File: config.mk
export PLATFORM = sky130hd
export DESIGN_NAME = bus_rt_datapath
export DESIGN_NICKNAME = d
export VERILOG_FILES = /design/src/rtl/bus_rt_pkg.sv /design/src/rtl/bus_src_decode.sv /design/src/rtl/bus_rt_alu.sv /design/src/rtl/bus_cmd_fsm.sv /design/src/rtl/bus_rt_datapath.sv
export SDC_FILE = /design/constraint.sdc
export NUM_CORES = 1
export LEC_CHECK = 0
export BUFFER_PORTS_ARGS = -buffer_cell sky130_fd_sc_hd__buf_2
export CAP_MARGIN = 20
export CELL_PAD_IN_SITES_DETAIL_PLACEMENT = 0
export CELL_PAD_IN_SITES_GLOBAL_PLACEMENT = 1
export CORE_MARGIN = 2
export CORE_UTILIZATION = 42
export CTS_CLUSTER_SIZE = 14
export DETAILED_ROUTE_END_ITERATION = 12
export GPL_TIMING_DRIVEN = 0
export PLACE_DENSITY_LB_ADDON = 0.2
export SLEW_MARGIN = 40
export SYNTH_ARGS = -nofsm -noshare
export SYNTH_HDL_FRONTEND = slang
export SYNTH_SLANG_ARGS = --single-unit
File: constraint.sdc
create_clock -name clk -period 7 [get_ports clk]
set_input_delay 0.7 -clock clk [delete_from_list [all_inputs] [get_ports clk]]
set_output_delay 0.7 -clock clk [all_outputs]
set_load 0.005 [all_outputs]
File: src/rtl/bus_rt_pkg.sv
package bus_rt_pkg;
    localparam int NREG    = 4;
    localparam int SRC_MEM = NREG;
    localparam int SRC_EXT = NREG + 1;
    localparam int NSRC    = NREG + 2;
    localparam int DST_MEM = NREG;
    localparam int DST_AR  = NREG + 1;
    localparam int NDST    = NREG + 2;
    localparam int OP_ADD  = 0;
    localparam int OP_AND  = 1;
    localparam int OP_INC  = 2;
    localparam int OP_SUB  = 3;
    localparam int NOPS    = 4;

    typedef enum logic [1:0] {
        ST_IDLE   = 2'd0,
        ST_DONE   = 2'd1,
        ST_REJECT = 2'd2
    } seq_state_t;
endpackage

File: src/rtl/bus_src_decode.sv
module bus_src_decode #(
    parameter int W = 4,
    parameter int N = 6
) (
    input  logic [N-1:0]   sel,
    input  logic [N*W-1:0] src_flat,
    output logic [W-1:0]   bus
);
    logic         single;
    logic [N-1:0] drv;
    logic [W-1:0] lane [N];

    assign single = ($countones(sel) == 1);

    generate
        for (genvar i = 0; i < N; i++) begin : g_drv
            // one decoder output and one driver per bit of each source
            assign drv[i]  = sel[i] & single;
            assign lane[i] = src_flat[i*W +: W] & {W{drv[i]}};
        end
    endgenerate

    always_comb begin
        bus = '0;
        for (int i = 0; i < N; i++) begin
            bus = bus | lane[i];
        end
    end
endmodule

File: src/rtl/bus_rt_alu.sv
module bus_rt_alu #(
    parameter int W = 4
) (
    input  logic [W-1:0] r1,
    input  logic [W-1:0] r2,
    input  logic [W-1:0] r3,
    input  logic [W-1:0] r4,
    output logic [W-1:0] add_res,
    output logic [W-1:0] and_res,
    output logic [W-1:0] inc_res,
    output logic [W-1:0] sub_res
);
    function automatic logic [W-1:0] adder(input logic [W-1:0] a,
                                           input logic [W-1:0] b,
                                           input logic         cin);
        return a + b + W'(cin);
    endfunction

    always_comb begin
        add_res = adder(r1, r2, 1'b0);
        inc_res = adder(r2, '0, 1'b1);
        sub_res = adder(r1, ~r3, 1'b1);
        and_res = r3 & r4;
    end
endmodule

File: src/rtl/bus_cmd_fsm.sv
module bus_cmd_fsm
    import bus_rt_pkg::*;
(
    input  logic            clk,
    input  logic            rst_n,
    input  logic            cmd_valid,
    input  logic [NSRC-1:0] src_sel,
    input  logic [NDST-1:0] dst_we,
    input  logic [NOPS-1:0] alu_en,
    output logic            commit,
    output logic            err
);
    seq_state_t state, state_nxt;
    logic       multi_src, no_src, collide, bad;
    logic [1:0] wr_cnt [NREG];

    function automatic logic [1:0] cnt3(input logic a, input logic b, input logic c);
        return {1'b0, a} + {1'b0, b} + {1'b0, c};
    endfunction

    always_comb begin
        wr_cnt[0] = cnt3(dst_we[0], alu_en[OP_ADD], alu_en[OP_SUB]);
        wr_cnt[1] = cnt3(dst_we[1], alu_en[OP_INC], 1'b0);
        wr_cnt[2] = cnt3(dst_we[2], alu_en[OP_AND], 1'b0);
        wr_cnt[3] = cnt3(dst_we[3], 1'b0, 1'b0);
        collide = 1'b0;
        for (int i = 0; i < NREG; i++) begin
            if (wr_cnt[i] > 2'd1) collide = 1'b1;
        end
        multi_src = ($countones(src_sel) > 1);
        no_src    = (src_sel == '0) && (dst_we != '0);
        bad       = multi_src | no_src | collide;
    end

    assign commit = cmd_valid & ~bad;

    always_ff @(posedge clk or negedge rst_n) begin
        if (!rst_n) state <= ST_IDLE;
        else        state <= state_nxt;
    end

    always_comb begin
        unique case (state)
            ST_IDLE, ST_DONE, ST_REJECT: begin
                if (!cmd_valid) state_nxt = ST_IDLE;
                else if (bad)   state_nxt = ST_REJECT;
                else            state_nxt = ST_DONE;
            end
            default: state_nxt = ST_IDLE;
        endcase
    end

    always_comb begin
        unique case (state)
            ST_REJECT: err = 1'b1;
            default:   err = 1'b0;
        endcase
    end

    assert_reject_flag_R8: assert property (@(posedge clk) disable iff (!rst_n)
        (cmd_valid && $countones(src_sel) > 1) |=> err);
    assert_idle_quiet_R10: assert property (@(posedge clk) disable iff (!rst_n)
        !cmd_valid |=> !err);
endmodule

File: src/rtl/bus_rt_datapath.sv
module bus_rt_datapath
    import bus_rt_pkg::*;
#(
    parameter int DATA_W = 4
) (
    input  logic                   clk,
    input  logic                   rst_n,
    input  logic                   cmd_valid,
    input  logic [NSRC-1:0]        src_sel,
    input  logic [NDST-1:0]        dst_we,
    input  logic [NOPS-1:0]        alu_en,
    input  logic [DATA_W-1:0]      ext_data,
    output logic [DATA_W-1:0]      bus_out,
    output logic [NREG*DATA_W-1:0] regs_q,
    output logic [DATA_W-1:0]      ar_q,
    output logic                   xfer_err
);
    localparam int DEPTH = 1 << DATA_W;

    logic [DATA_W-1:0]      rq    [NREG];
    logic [DATA_W-1:0]      r_nxt [NREG];
    logic [DATA_W-1:0]      mem   [DEPTH];
    logic [NSRC*DATA_W-1:0] src_flat;
    logic [DATA_W-1:0]      add_res, and_res, inc_res, sub_res;
    logic                   commit;

    generate
        for (genvar i = 0; i < NREG; i++) begin : g_src
            assign src_flat[i*DATA_W +: DATA_W] = rq[i];
            assign regs_q[i*DATA_W +: DATA_W]   = rq[i];
        end
    endgenerate
    assign src_flat[SRC_MEM*DATA_W +: DATA_W] = mem[ar_q];
    assign src_flat[SRC_EXT*DATA_W +: DATA_W] = ext_data;

    bus_src_decode #(.W(DATA_W), .N(NSRC)) u_dec (
        .sel      (src_sel),
        .src_flat (src_flat),
        .bus      (bus_out)
    );

    bus_rt_alu #(.W(DATA_W)) u_alu (
        .r1      (rq[0]),
        .r2      (rq[1]),
        .r3      (rq[2]),
        .r4      (rq[3]),
        .add_res (add_res),
        .and_res (and_res),
        .inc_res (inc_res),
        .sub_res (sub_res)
    );

    bus_cmd_fsm u_fsm (
        .clk       (clk),
        .rst_n     (rst_n),
        .cmd_valid (cmd_valid),
        .src_sel   (src_sel),
        .dst_we    (dst_we),
        .alu_en    (alu_en),
        .commit    (commit),
        .err       (xfer_err)
    );

    always_comb begin
        for (int i = 0; i < NREG; i++) begin
            r_nxt[i] = dst_we[i] ? bus_out : rq[i];
        end
        if (alu_en[OP_ADD]) r_nxt[0] = add_res;
        if (alu_en[OP_SUB]) r_nxt[0] = sub_res;
        if (alu_en[OP_INC]) r_nxt[1] = inc_res;
        if (alu_en[OP_AND]) r_nxt[2] = and_res;
    end

    always_ff @(posedge clk or negedge rst_n) begin
        if (!rst_n) begin
            for (int i = 0; i < NREG; i++) rq[i] <= '0;
            ar_q <= '0;
        end else if (commit) begin
            for (int i = 0; i < NREG; i++) rq[i] <= r_nxt[i];
            if (dst_we[DST_AR]) ar_q <= bus_out;
        end
    end

    always_ff @(posedge clk or negedge rst_n) begin
        if (!rst_n) begin
            for (int i = 0; i < DEPTH; i++) mem[i] <= '0;
        end else if (commit && dst_we[DST_MEM]) begin
            mem[ar_q] <= bus_out;
        end
    end

    assert_ar_load_R3: assert property (@(posedge clk) disable iff (!rst_n)
        (commit && dst_we[DST_AR]) |=> ar_q == $past(bus_out));
    assert_mem_write_R2: assert property (@(posedge clk) disable iff (!rst_n)
        (commit && dst_we[DST_MEM]) |=> mem[$past(ar_q)] == $past(bus_out));
    assert_add_R4: assert property (@(posedge clk) disable iff (!rst_n)
        (commit && alu_en[OP_ADD]) |=> rq[0] == $past(DATA_W'(rq[0] + rq[1])));
    assert_inc_R5: assert property (@(posedge clk) disable iff (!rst_n)
        (commit && alu_en[OP_INC]) |=> rq[1] == $past(DATA_W'(rq[1] + 1'b1)));
    assert_reject_hold_R10: assert property (@(posedge clk) disable iff (!rst_n)
        (cmd_valid && !commit) |=> (regs_q == $past(regs_q)) && (ar_q == $past(ar_q)));
endmodule

# == After elaboration in Yosys (flattened, before gate mapping) ==
# Index checks and enable logic that the tools add are counted.
# op_classes
n_mux,21
n_addsub,13
reduce_logical,15
n_eq_ne,3
bitwise_logic,24
n_lt_le_gt_ge,7
mul,0
div,0
shift,0
# ops
cell,count
32-bit adder,2
64-bit bitwise mux,1
4-bit 2-to-1 mux,10
"32-bit by 2-bit == test with 1-bit output, second input constant",1
"32-bit by 2-bit > comparator with 1-bit output, second input constant",1
4-bit AND,7
4-bit OR,5
4-bit binary-select mux with 4-bit select,1
4-bit demux with 4-bit select,1
1-bit by 1-bit adder with 2-bit output,6
2-bit AND reduction,5
"4-bit by 1-bit adder with 4-bit output, second input constant",2
4-bit adder,2
1-bit AND,7
"2-bit by 1-bit > comparator with 1-bit output, second input constant",3
6-bit logical NOT,1
2-bit 2-to-1 mux,3
6-bit nonzero test,1
"5-bit >= comparator, second input constant",1
"5-bit by 1-bit < comparator with 1-bit output, second input constant",1
1-bit 2-to-1 mux,5
4-bit inverter with 5-bit output,1
4-bit inverter,1
2-bit nonzero test,2
10 further kinds,13
# word_totals
n_memories,0
mem_bits_rw,0
latch_bits,0
mem_bits_ro,0
ff_bits,86
inputBits,23
wordCells,105
output_inout_bits,25

# == Depth between registers and ports, before layout ==
# depth
depth_word,14
mapped_depth,13
depth_no_buf,12

# == Modules after synthesis ==
# From an unflattened synthesis, not the netlist that was laid out.
# hier_totals
cells_unflattened,410
area_unflattened_um2,5089.9
# by_module_without_submodules
module,n_inst,seq_area_each_um2,area_each_um2,cells_per_inst
bus_rt_datapath,1,2102.0,4161.5,302
bus_cmd_fsm,1,50.0,342.8,37
bus_rt_alu,1,0.0,297.8,37
bus_src_decode,1,0.0,287.8,34

# == Worst setup path after synthesis ==
# OpenSTA, ideal clock, no wires.
# synth_path
kind,input -> register
startpoint,input src_sel[4]
endpoint,register mem[12] (netlist bit)
cell_stages,12
t_arrival_ns,3.265
setup_ns,0.125
path_slack_ns,3.610
path_buffers,2
required_time_ns,6.875
path_cell_list,inv_1 -> ha_1 -> fa_1 -> ha_1 -> inv_1 -> ha_1 -> and4bb_4 -> nand3_2 -> buf_6 -> or4_4 -> buf_6 -> mux2_4
# synth_between
elab_chain_cells,11
elab_cells_between_ends,29
cone_classes,add/sub: 2; order compare: 1; eq/ne: 1; mux: 1; bitwise: 21; reduce/logical: 3
# synth_lines
element,line,text
start: declaration,bus_rt_datapath.sv:9,"input logic [NSRC-1:0] src_sel,"
branches (longest 11 deep; another with 32-bit adder),n/a,
end signal: indexed assignment,bus_rt_datapath.sv:88,mem[ar_q] <= bus_out;
end: declaration,bus_rt_datapath.sv:22,logic [DATA_W-1:0] mem [DEPTH];
# Parallel ways; which one is timed is not known.
# A chain may end at the register's enable or synchronous reset.

# == Worst setup path in the final report ==
# layout_path
startpoint,input src_sel[4]
endpoint,output bus_out[0]
# layout_between
elab_chain_cells,10
elab_cells_between_ends,20
cone_classes,add/sub: 2; eq/ne: 1; bitwise: 17
# layout_lines
element,line,text
1-bit by 1-bit adder with 2-bit output (not written as such),bus_src_decode.sv:13,assign single = ($countones(sel) == 1);
32-bit adder (not written as such),bus_src_decode.sv:13,
32-bit by 2-bit == test with 1-bit output,bus_src_decode.sv:13,
1-bit AND,bus_src_decode.sv:18,assign drv[i] = sel[i] & single;
4-bit AND,bus_src_decode.sv:19,assign lane[i] = src_flat[i*W +: W] & {W{drv[i]}};
4-bit OR (4 in series),bus_src_decode.sv:26,bus = bus | lane[i];
4-bit OR (*),bus_src_decode.sv:26,
end: declaration,bus_rt_datapath.sv:13,"output logic [DATA_W-1:0] bus_out,"
# Every way passes the cells marked *; elsewhere a longest branch is shown, timed or not.

==> out/metrics.yaml <==
outcome:
  run_status: "complete, no violations"
sta:
  period_share: 0.597
  max_freq_ghz: 0.239
  finalSetupTns_ps: 0
  finClkSkew_ps: 12.9
  rsz0062_at_grt: "no"
  tightest_slew_ps: 753
  setup_viol: 0
  setup_slack_ps: 2820
  final_hold_viol_count: 0
  slew_violations: 0
  slew_headroom: 0.494
  period_needed_ps: 4180
clocking:
  post_cts_buffers: 0
  cts_tree: "done"
  cts_hold_buf: 0
  cts_buffers: 9
  cts_buffer_depth: 2
  cts.clk_slew.worst_paths_ps: 70
  h-tree-depth: 3
  cts.sinks: 86
  insertion_delay_ps: 340
  ctsResizeCount: 0
  root_buffer: "clkbuf_16"
power:
  power_density_mw_per_mm2: 276
  max-vdd-ir-drop_v: 0.000130
  leakagePower_nw: 2.84
  total_power_mw: 1.60
synth:
  synth_area_per_cell_um2: 13.3
  synth_cell_types: 54
  synth_top_family_by_area: "multiplexers"
  synth_compound_area_frac: 0.0756
  synth_edf_count: 0
  synthMuxAreaShare: 0.278
  ys_warn_count: 0
  syn-num-nets: 421
  synthArstFlopShare: 1.00
  synth_fa_ha_area_frac: 0.0559
  ys_seq_elements: 86
  synthSimpleGateAreaFrac: 0.0910
  synth_cells: 378
  yosysSeqAreaShare: 0.429
  synthFlopType: "dfrtp_1"
  synth_xor_area_frac: 0.0105
  netlist_area_mm2: 0.00502
route:
  wirelength_um: 12800
  wl_per_cell_um: 21.9
  vias: 3371
  first_pass_iters: 6
  postRouteAntennaNets: 0
  drt_iter0_markers: 341
  avgViaCountPerCell: 5.76
  drcViolationCount: 0
worst_setup_path:
  arrival_ps: 3480
  crit_type: "in2out"
  path_cells: "buf_2, inv_1, ha_1, fa_1, ha_1, inv_1, ha_1, nand3b_1, nor3_1, a21oi_1, nand2_1, buf_6, buf_2"
  cp_top_family: "adder cells"
  critPathMaxStageDelay_ps: 440
  path_max_fanout: 10
  cp_slowest_cell: "fa_1"
  crit_buf_inv: 5
  crit_required_ps: 6300
  crit_path_frequent_cell: "ha_1"
  cp-start-kind: "input pin"
  critPathCaptureType: "output port"
layout:
  area.growth.synth_to_final_pct: 15.6
  drive_above_1_share: 0.450
  finalNetCount: 480
  fill_cells: 1032
  insertedDiodeCount: 0
  fin_util: 0.503
placed_design:
  place.gp.congestion: 0.800
  io_buffer_count: 47
  dp_hpwl_um: 9260
  dp_worst_setup_slack_ps: 2710
global_routing:
  overflow: 0
  grt_pass1_wl_um: 20200
  grt_max_degree: 57
  grt_pass1_vias: 3482
  use_met1: 0.291
  antenna_found_initial: 0
  busiest_layer: "met2"
  grt_usage: 0.208
  met2_usage: 0.333
  use_met3: 0.0337
floorplanning:
  initial_utilization: 0.436
  rows: 39
  die_h_um: 113
  dieArea_mm2: 0.0128
  num_io_pins: 48
  die_x_um: 113
  core_mm2: 0.0115
run:
  drv_cap: 0
min_path:
  worstHoldPathType: "in2async"
synth_stat cells (7+ instances only):
library cell	count	share of area
mux2_4	28	0.084
mux2_2	48	0.11
nor3_1	10	0.010
buf_6	12	0.027
a21oi_1	14	0.014
ha_1	16	0.040
nor2_1	11	0.0082
nand2_1	16	0.012
or4_4	7	0.016
inv_1	18	0.013
mux4_2	18	0.081
clkbuf_1	7	0.0052
dfrtp_1	86	0.43
metal layers:
metal | vias to the layer above | share of wire
li1 | 1520 | -
met1 | 1719 | 0.46
met2 | 107 | 0.47
met3 | 25 | 0.042
met4 | 0 | 0.024
met5 | - | 0
power breakdown:
| part | internal (mW) | leakage [nW] | switching [mW] | total (mW) |
|---|---|---|---|---|
| Clock | 0.281 | 0.139 | 0.211 | 0.492 |
| Sequential | 0.542 | 1.17 | 0.0648 | 0.607 |
| Combinational | 0.241 | 1.53 | 0.259 | 0.500 |
worst paths after layout:
check	startpoint	to	slack (ps)	cells after the start
max	src_sel[4]	bus_out[0]	2820	13
min	rst_n	regs_q[13]$_DFFE_PN0P_	240	1
max reg2reg	ar_q[1]$_DFFE_PN0P_	mem[4]$_DFFE_PN0P_	4160	5
min reg2reg	u_fsm.state[1]$_DFF_PN0_	u_fsm.state[0]$_DFF_PN0_	470	1
max in group asynchronous	rst_n	mem[20]$_DFFE_PN0P_	6180	2
min in group clk	u_fsm.state[1]$_DFF_PN0_	u_fsm.state[0]$_DFF_PN0_	470	1
sequential cells by signal, indices dropped and copies added, names as in the netlist:
name / count
regs_q: 16
u_fsm.state: 2
mem: 64
ar_q: 4
cell usage in the layout, fill, tap and decap left out, drive strengths merged, types with 3 or more instances in the layout:
cell / n
a31oi: 3
a222oi: 5
clkinvlp: 3
nor3: 10
nor2: 11
nand3b: 3
fa: 4
xnor2: 4
or2: 3
and2: 3
a221o: 3
nand3: 3
mux4: 18
a21oi: 14
mux2i: 3
ha: 16
dfrtp: 86
nand2: 16
clkbuf: 20
nand2b: 4
inv: 21
a41oi: 3
a21o: 7
buf: 62
or4: 8
a22oi: 4
mux2: 76
logic make-up (layout without fill, tap and decap cells):
kind of cell,count (synthesis),in the layout
adders and majority gates,20,20
DFF,86,86
muxes,97,97
and+or+nand+nor,75,75
AOI/OAI and AO/OA,51,51
xor gates and xnor gates,6,6
buffers and inverters,43,107
stage by stage:
| stage | cells | hold slack, ps | cell area, um2 |
|---|---|---|---|
| final | 585 | 237 | 5800 |
| after global placement | 568 | 448 | 5430 |
| after detailed placement | 569 | 452 | 5490 |
| after CTS | 585 | 249 | 5790 |
| after floorplan | 378 | 404 | 5020 |
| after global routing | 585 | 250 | 5800 |
area by class of cell:
class	instances	area [um2]	area share
Multi-Input combinational cell	249	2590	0.448
Sequential cell	86	2150	0.371
Timing Repair Buffer	48	269	0.0464
Buffer	25	231	0.0399
Clock buffer	9	225	0.0388
Tap cell	143	179	0.0309
Clock inverter	7	78.8	0.0136
Inverter	18	67.6	0.0117
Note: power is estimated with default switching activity, not from simulation.
